--- config.mk ---
export PLATFORM = sky130hd
export DESIGN_NAME = dpd_seq_ctrl
export DESIGN_NICKNAME = d
export VERILOG_FILES = /design/src/rtl/dpd_pkg.sv /design/src/rtl/dpd_wake_filter.sv /design/src/rtl/dpd_pwr_regs.sv /design/src/rtl/dpd_seq_ctrl.sv
export SDC_FILE = /design/constraint.sdc
export NUM_CORES = 1
export LEC_CHECK = 0
export CAP_MARGIN = 20
export CORE_MARGIN = 3
export CORE_UTILIZATION = 55
export DETAILED_ROUTE_END_ITERATION = 10
export DONT_BUFFER_PORTS = 1
export GPL_ROUTABILITY_DRIVEN = 0
export PLACE_DENSITY = 0.84
export SYNTH_ARGS = -nofsm -noshare
export SYNTH_HDL_FRONTEND = slang
export SYNTH_SLANG_ARGS = --single-unit
export TNS_END_PERCENT = 5
--- constraint.sdc ---
create_clock -name clk_i -period 1.8 [get_ports clk_i]
set_clock_uncertainty 0.15 [all_clocks]
set_input_delay 0.36 -clock clk_i [delete_from_list [all_inputs] [get_ports clk_i]]
set_output_delay 0.36 -clock clk_i [all_outputs]
set_load 0.01 [all_outputs]
--- src/rtl/dpd_pkg.sv ---
package dpd_pkg;
  typedef enum logic [1:0] {
    ST_RUN   = 2'd0,
    ST_ENTER = 2'd1,
    ST_OFF   = 2'd2,
    ST_WAKE  = 2'd3
  } dpd_state_e;

  localparam int PCTL_EN_BIT   = 0;
  localparam int PCTL_FLAG_BIT = 1;
endpackage

--- src/rtl/dpd_wake_filter.sv ---
module dpd_wake_filter #(
  parameter  int MIN_LOW_CYC = 13,
  localparam int CNT_W       = $clog2(MIN_LOW_CYC + 1)
) (
  input  logic clk_i,
  input  logic rst_ni,
  input  logic en_i,
  input  logic pin_i,
  output logic wake_o
);
  logic [1:0]       sync_q;
  logic             pin_s;
  logic             armed_q;
  logic [CNT_W-1:0] cnt_q;

  assign pin_s  = sync_q[1];
  assign wake_o = en_i && armed_q && !pin_s && (cnt_q == CNT_W'(MIN_LOW_CYC - 1));

  always_ff @(posedge clk_i or negedge rst_ni) begin
    if (!rst_ni) sync_q <= 2'b11;
    else         sync_q <= {sync_q[0], pin_i};
  end

  // arm on a high level, then count consecutive low cycles
  always_ff @(posedge clk_i or negedge rst_ni) begin
    if (!rst_ni) begin
      armed_q <= 1'b0;
      cnt_q   <= '0;
    end else if (!en_i) begin
      armed_q <= 1'b0;
      cnt_q   <= '0;
    end else if (pin_s) begin
      armed_q <= 1'b1;
      cnt_q   <= '0;
    end else if (armed_q) begin
      if (wake_o) begin
        armed_q <= 1'b0;
        cnt_q   <= '0;
      end else begin
        cnt_q <= cnt_q + 1'b1;
      end
    end
  end
endmodule

--- src/rtl/dpd_pwr_regs.sv ---
module dpd_pwr_regs #(
  parameter int GP_N   = 5,
  parameter int DATA_W = 32,
  parameter int ADDR_W = 3
) (
  input  logic              clk_i,
  input  logic              rst_ni,
  input  logic              we_i,
  input  logic [ADDR_W-1:0] waddr_i,
  input  logic [DATA_W-1:0] wdata_i,
  input  logic [ADDR_W-1:0] raddr_i,
  output logic [DATA_W-1:0] rdata_o,
  input  logic              flag_set_i,
  output logic              en_o,
  output logic              flag_o
);
  import dpd_pkg::*;

  logic [DATA_W-1:0] gp_q [GP_N];
  logic              en_q, flag_q;
  logic              pctl_we;

  assign pctl_we = we_i && (waddr_i == ADDR_W'(GP_N));

  for (genvar g = 0; g < GP_N; g++) begin : g_gp
    always_ff @(posedge clk_i or negedge rst_ni) begin
      if (!rst_ni)                                 gp_q[g] <= '0;
      else if (we_i && (waddr_i == ADDR_W'(g)))    gp_q[g] <= wdata_i;
    end
  end

  always_ff @(posedge clk_i or negedge rst_ni) begin
    if (!rst_ni) begin
      en_q   <= 1'b0;
      flag_q <= 1'b0;
    end else begin
      if (pctl_we) en_q <= wdata_i[PCTL_EN_BIT];
      if (flag_set_i)                          flag_q <= 1'b1;
      else if (pctl_we && wdata_i[PCTL_FLAG_BIT]) flag_q <= 1'b0;
    end
  end

  always_comb begin
    rdata_o = '0;
    for (int i = 0; i < GP_N; i++) begin
      if (raddr_i == ADDR_W'(i)) rdata_o = gp_q[i];
    end
    if (raddr_i == ADDR_W'(GP_N)) begin
      rdata_o[PCTL_EN_BIT]   = en_q;
      rdata_o[PCTL_FLAG_BIT] = flag_q;
    end
  end

  assign en_o   = en_q;
  assign flag_o = flag_q;
endmodule

--- src/rtl/dpd_seq_ctrl.sv ---
module dpd_seq_ctrl #(
  parameter  int GP_N        = 5,
  parameter  int DATA_W      = 32,
  parameter  int OSC_PD_W    = 2,
  parameter  int MIN_LOW_CYC = 13,
  parameter  int RST_CYC     = 8,
  localparam int ADDR_W      = $clog2(GP_N + 1)
) (
  input  logic                clk_i,
  input  logic                rst_ni,
  input  logic                reg_we_i,
  input  logic [ADDR_W-1:0]   reg_waddr_i,
  input  logic [DATA_W-1:0]   reg_wdata_i,
  input  logic [ADDR_W-1:0]   reg_raddr_i,
  output logic [DATA_W-1:0]   reg_rdata_o,
  input  logic                wfi_i,
  input  logic                deep_sleep_i,
  input  logic [OSC_PD_W-1:0] osc_pd_i,
  input  logic                wake_pin_i,
  input  logic                rst_pin_ni,
  input  logic                supply_good_i,
  output logic                reg_on_o,
  output logic                pad_oe_o,
  output logic                sys_rst_o
);
  import dpd_pkg::*;

  localparam int RC_W = $clog2(RST_CYC + 1);

  dpd_state_e      state_q, state_d;
  logic            pg_seen_q;
  logic [RC_W-1:0] rcnt_q;
  logic            pctl_en, pctl_flag;
  logic            wake_hit;
  logic            entry_ok;
  logic            rst_done;

  dpd_pwr_regs #(.GP_N(GP_N), .DATA_W(DATA_W), .ADDR_W(ADDR_W)) u_regs (
    .clk_i      (clk_i),
    .rst_ni     (rst_ni),
    .we_i       (reg_we_i),
    .waddr_i    (reg_waddr_i),
    .wdata_i    (reg_wdata_i),
    .raddr_i    (reg_raddr_i),
    .rdata_o    (reg_rdata_o),
    .flag_set_i (rst_done),
    .en_o       (pctl_en),
    .flag_o     (pctl_flag)
  );

  dpd_wake_filter #(.MIN_LOW_CYC(MIN_LOW_CYC)) u_wake (
    .clk_i  (clk_i),
    .rst_ni (rst_ni),
    .en_i   (state_q == ST_OFF),
    .pin_i  (wake_pin_i),
    .wake_o (wake_hit)
  );

  assign entry_ok = wfi_i && deep_sleep_i && pctl_en && (osc_pd_i == '0);
  assign rst_done = (state_q == ST_WAKE) && pg_seen_q && (rcnt_q == RC_W'(RST_CYC - 1));

  always_comb begin
    state_d = state_q;
    unique case (state_q)
      ST_RUN:   if (entry_ok)       state_d = ST_ENTER;
      ST_ENTER: if (!supply_good_i) state_d = ST_OFF;
      ST_OFF:   if (wake_hit)       state_d = ST_WAKE;
      ST_WAKE:  if (rst_done)       state_d = ST_RUN;
      default:                      state_d = ST_RUN;
    endcase
  end

  always_ff @(posedge clk_i or negedge rst_ni) begin
    if (!rst_ni) begin
      state_q   <= ST_RUN;
      pg_seen_q <= 1'b0;
      rcnt_q    <= '0;
    end else begin
      state_q <= state_d;
      if (state_q != ST_WAKE || rst_done) begin
        pg_seen_q <= 1'b0;
        rcnt_q    <= '0;
      end else if (!pg_seen_q) begin
        pg_seen_q <= supply_good_i;
      end else begin
        rcnt_q <= rcnt_q + 1'b1;
      end
    end
  end

  assign pad_oe_o  = (state_q == ST_RUN);
  assign reg_on_o  = (state_q == ST_RUN) || (state_q == ST_WAKE);
  assign sys_rst_o = ((state_q == ST_RUN) && !rst_pin_ni) || ((state_q == ST_WAKE) && pg_seen_q);
endmodule

---- Yosys cells after proc, flatten, opt, wreduce, memory -nomap -nowiden ----
Cells that the tools add are included.
word-level totals
  bits in registers ....................... 176
  input port bits ......................... 48
  output and inout bits ................... 35
operators by class
  add/sub/neg operators ................... 2
  eq/ne operators ......................... 21
  muxes and demuxes ....................... 25
  reduce and logical (&&, ||, !) cells .... 28
operators with widths
  kind                   count
  $mux W32               5
  $mux W4                6
  $logic_and A1 B1 Y1    16
  $eq A3 B2 Y1 const B   4
  $eq A3 B3 Y1 const B   4
  $mux W2                5
  $add A4 B1 Y4 const B  2
  $mux W1                8
  $ne A2 B2 Y1 const B   4
  $pmux W2 S4            1
  $eq A3 B1 Y1 const B   2
  $logic_not A3 Y1       2
  $eq A2 B2 Y1 const B   2
  $eq A4 B3 Y1 const B   1
  $eq A4 B4 Y1 const B   1
  $logic_not A2 Y1       2
  $reduce_and A4 Y1      1
  $reduce_bool A2 Y1     2
  $logic_or A1 B1 Y1     3
  $ne A3 B3 Y1 const B   1
  $eq A2 B1 Y1 const B   1
  $logic_not A1 Y1       2
  $ne A2 B1 Y1 const B   1

---- Longest topological paths before layout ----
  word-level depth ........................ 8
  depth in mapped cells ................... 7
  mapped depth without buffers ............ 6

---- Cells and area by module ----
From an unflattened synthesis, not the netlist that was laid out.
unflattened totals
  cells, all modules ...................... 616
  area total of the unflattened synthesis .. 8339.2 µm²
modules (own cells, without submodules)
  module           times used  cells each  area each (µm²)
  dpd_pwr_regs     1           540         7557.2
  dpd_seq_ctrl     1           45          462.9
  dpd_wake_filter  1           31          319.1

---- Worst setup path after synthesis ----
Ideal clock, no wire load.
  path kind ............................... in2out
  start point ............................. in reg_raddr_i[1]
  end point ............................... out reg_rdata_o[10]
  arrival ................................. 1.332 ns
  required time ........................... 1.290 ns
  slack ................................... -0.042 ns
  cell stages on the path ................. 6
  cells stage by stage .................... buf_2 -> nor2b_1 -> clkbuf_1 -> buf_2 -> a22oi_1 -> o22ai_1
between the ends
  longest elaborated chain between the ends .. 6
  elaborated cells between the ends (all ways) .. 10
  those cells by class .................... eq/ne (4); mux (5); reduce/logical (1)
ends and longest elaborated chain
  item                    line                source
  start, declared         dpd_seq_ctrl.sv:14  input logic [ADDR_W-1:0] reg_raddr_i,
  $logic_not A3 Y1        dpd_pwr_regs.sv:46  if (raddr_i == ADDR_W'(i)) rdata_o = gp_q[i];
  $mux W32 (4 in series)  dpd_pwr_regs.sv:46
  $mux W32 (*)            dpd_pwr_regs.sv:46
  end, declared           dpd_seq_ctrl.sv:15  output logic [DATA_W-1:0] reg_rdata_o,
Every way passes the cells marked *; elsewhere a longest branch is shown, timed or not.

---- Worst setup path after layout ----
  start point ............................. reg u_regs.gp_q[51] (netlist name)
  end point ............................... out reg_rdata_o[19]
between the ends
  longest elaborated chain between the ends .. 2
ends and longest elaborated chain
  item                             line                source
  start, declared                  dpd_pwr_regs.sv:19  logic [DATA_W-1:0] gp_q [GP_N];
  start signal, assigned by index  dpd_pwr_regs.sv:28  else if (we_i && (waddr_i == ADDR_W'(g))) gp_q[g] <= wdata_i;
  $mux W32 (2 in series)           dpd_pwr_regs.sv:46
No other way between the ends.

==> impl_metrics.json <==
{
  "cts_made_buffers": 17,
  "grt_pass1_wl_um": 29010,
  "maxSlewViolCount": 0,
  "hold_slack_ns": -0.5211,
  "vias": 5088,
  "die_area_um2": 16100,
  "place_hpwl_um": 10930,
  "critPathLaunchType": "flip-flop",
  "first_pass_iters": 4,
  "max_freq_mhz": 484.8,
  "cts.sinks": 176,
  "yosys_warnings": 0,
  "grt_max_degree": 177,
  "core_area_um2": 14100,
  "power_leakage_nw": 4.014,
  "wl_per_cell_um": 21.36,
  "period_share": 1.146,
  "cts_tree": "done",
  "slew_headroom": 0.7723,
  "crit_arrival_ns": 1.55,
  "fin_nets": 699,
  "grtUsageTotal": 0.2293,
  "regArea_um2": 4407,
  "syn-num-nets": 659,
  "ys_seq_elements": 176,
  "final_core_util": 0.6763,
  "period_minus_slack_ns": 2.063,
  "power_w": 0.01109,
  "drt.antenna.violating_nets": 0,
  "drcViolationCount": 0,
  "cap_violations": 0,
  "viasPerCell": 6.086,
  "cp_max_fo": 2,
  "die_height_um": 126.9,
  "powerDensity_nw_per_um2": 1164,
  "synthDistinctLibCells": 38,
  "portBuffers": 0,
  "antenna_found_initial": 0,
  "layout_setup_ws_ns": -0.2626,
  "root_buffer": "clkbuf_16",
  "setup_viol": 10,
  "max-clock-path-buffers": 2,
  "final_common_cell": "dfrtp_1",
  "multi_input_area_um2": 3650,
  "crit_type": "flip-flop to primary output",
  "n_antenna_cell": 0,
  "syn_inst": 604,
  "ir_drop_mv": 0.6109,
  "status": "finished with violations",
  "worst_pin_slew_ns": 0.3320,
  "violations": "hold timing, setup timing",
  "avgSynthCellArea_um2": 13.31,
  "clk_pin_slew_worst_paths_ns": 0.06,
  "required_ns": 1.29,
  "htree_levels": 4,
  "ios": 83,
  "overflow": 0,
  "layout-drive-gt1-share": 0.4360,
  "clk_latency_ns": 0.43,
  "worstSetupEndpointType": "primary output",
  "die_w_um": 126.9,
  "wl_um": 17850,
  "yosysSeqAreaShare": 0.5483,
  "fill_cells": 937,
  "rsz0062_at_grt": "true",
  "ctsHoldBuffers": 34,
  "hp-class": "input port to async pin",
  "finalHoldViolCount": 176,
  "final_cell_mix": "174 x dfrtp_1, 150 x mux2_2, 34 x dlygate4sd3_1",
  "grt_pass1_vias": 5503,
  "std_cell_rows": 43,
  "start_util": 0.5702,
  "drt_iter0_markers": 393,
  "syn_area_um2": 8038,
  "areaGrowthSynthToFinish_pct": 18.60
}
cell type report:
class / instances / share of cell area
Clock inverter: 10 / 0.01181
Timing Repair Buffer: 61 / 0.06484
Clock buffer: 21 / 0.04830
Multi-Input combinational cell: 372 / 0.3829
Inverter: 16 / 0.006300
Sequential cell: 176 / 0.4623
Tap cell: 180 / 0.02363
cells by family (layout without fill, tap and decap cells):
| kind of cell | Yosys count | in the layout | share of synthesized area |
|---|---|---|---|
| multiplexers | 197 | 197 | 0.2828 |
| flip-flops | 176 | 176 | 0.5483 |
| AO/OA/AOI/OAI | 97 | 97 | 0.07503 |
| AND/OR/NAND/NOR | 69 | 69 | 0.04390 |
| buffers and inverters | 56 | 108 | 0.03689 |
| adder cells (fa/ha/maj) | 7 | 7 | 0.01090 |
| XOR/XNOR | 2 | 2 | 0.002180 |
layer usage:
metal  share of wire  routed length, um  global-route usage  up-vias
met3           0.055                977             0.06105       18
met4           0.011                195             0.07256        0
met1            0.42               7416              0.2856     2671
met2            0.52               9264              0.3920      121
met5               0                  0                   0        -
li1                -                  -                   -     2278
registers in the layout (all words and copies together) (netlist names):
signal / count
state_q: 2
u_wake.sync_q: 2
u_regs.flag_o: 1
u_wake.armed_q: 1
u_wake.cnt_q: 4
u_regs.gp_q: 160
rcnt_q: 4
pg_seen_q: 1
u_regs.en_o: 1
worst max-delay path, stage by stage, from the launching register on:
cell and delay, ns:
dfrtp_1 0.38, mux4_2 0.48, inv_2 0.07, o21ai_2 0.06
buf_4 0.14
path summary, 6_finish.rpt:
check,start,endpoint,slack [ns],cells past startpoint
min in group clk_i,osc_pd_i[0],state_q[0],0.06,3
max,u_regs.gp_q[51],reg_rdata_o[19],-0.26,4
max reg2reg,u_wake.cnt_q[0],state_q[1],0.22,6
min reg2reg,u_wake.sync_q[0],u_wake.sync_q[1],0.22,0
min,rst_ni,u_regs.gp_q[119],-0.52,0
max in group asynchronous,rst_ni,u_wake.sync_q[0],1.77,0
synth_stat cells:
| cell | count | area, um^2 |
|---|---|---|
| dfstp_2 | 2 | 52.55 |
| nor3b_1 | 1 | 7.510 |
| clkbuf_1 | 9 | 33.78 |
| or4_1 | 1 | 7.510 |
| mux2_2 | 150 | 1689 |
| nor3_2 | 2 | 20.02 |
| buf_4 | 10 | 75.07 |
| a311oi_1 | 1 | 8.760 |
| o211a_1 | 1 | 10.01 |
| inv_1 | 16 | 60.06 |
| buf_1 | 2 | 7.510 |
| nor2_2 | 1 | 6.260 |
| nand3b_1 | 1 | 7.510 |
| mux4_2 | 8 | 180.2 |
| o31ai_1 | 1 | 7.510 |
| a21oi_1 | 29 | 145.1 |
| dfrtp_1 | 174 | 4354 |
| nor3b_4 | 1 | 18.77 |
| buf_2 | 15 | 75.07 |
| xnor2_1 | 2 | 17.52 |
| and2_1 | 3 | 18.77 |
| nand4b_1 | 2 | 17.52 |
| and3_1 | 1 | 6.260 |
| o21a_1 | 1 | 7.510 |
| nand2_1 | 7 | 26.28 |
| a22oi_1 | 26 | 195.2 |
| nand2b_1 | 4 | 25.02 |
| a32o_1 | 1 | 10.01 |
| nand3_1 | 8 | 40.04 |
| o21ai_0 | 10 | 50.05 |
| mux2_1 | 11 | 123.9 |
| mux2i_1 | 28 | 280.3 |
| ha_1 | 7 | 87.58 |
| nand4_1 | 2 | 12.51 |
| nor2_1 | 32 | 120.1 |
| o22ai_1 | 27 | 168.9 |
| buf_6 | 4 | 45.04 |
| nor2b_1 | 3 | 18.77 |
timing repair:
item,in CTS,in global routing
endpoints found under the setup margin,26,36
buffers inserted,1,1
pin swaps,2,0
resized for setup,35,18
hold endpoints to repair,340,176
through the flow:
stage | cells | setup WS (ns) | setup TNS [ns] | cell area (um^2)
global placement | 769 | 0.05352 | 0 | 8439
finish | 836 | -0.2626 | -1.796 | 9533
floorplan | 604 | -0.007055 | -0.02015 | 8179
global route | 836 | -0.3182 | -3.164 | 9533
detailed placement | 769 | 0.03498 | 0 | 8439
CTS | 835 | -0.2851 | -2.157 | 9455
power breakdown:
group,switching [W],internal (W)
combinational,0.000965,0.00124
clock,0.00146,0.00210
sequential,0.000514,0.00481
total,0.00294,0.00815
Power figures use the tool's default switching activity.
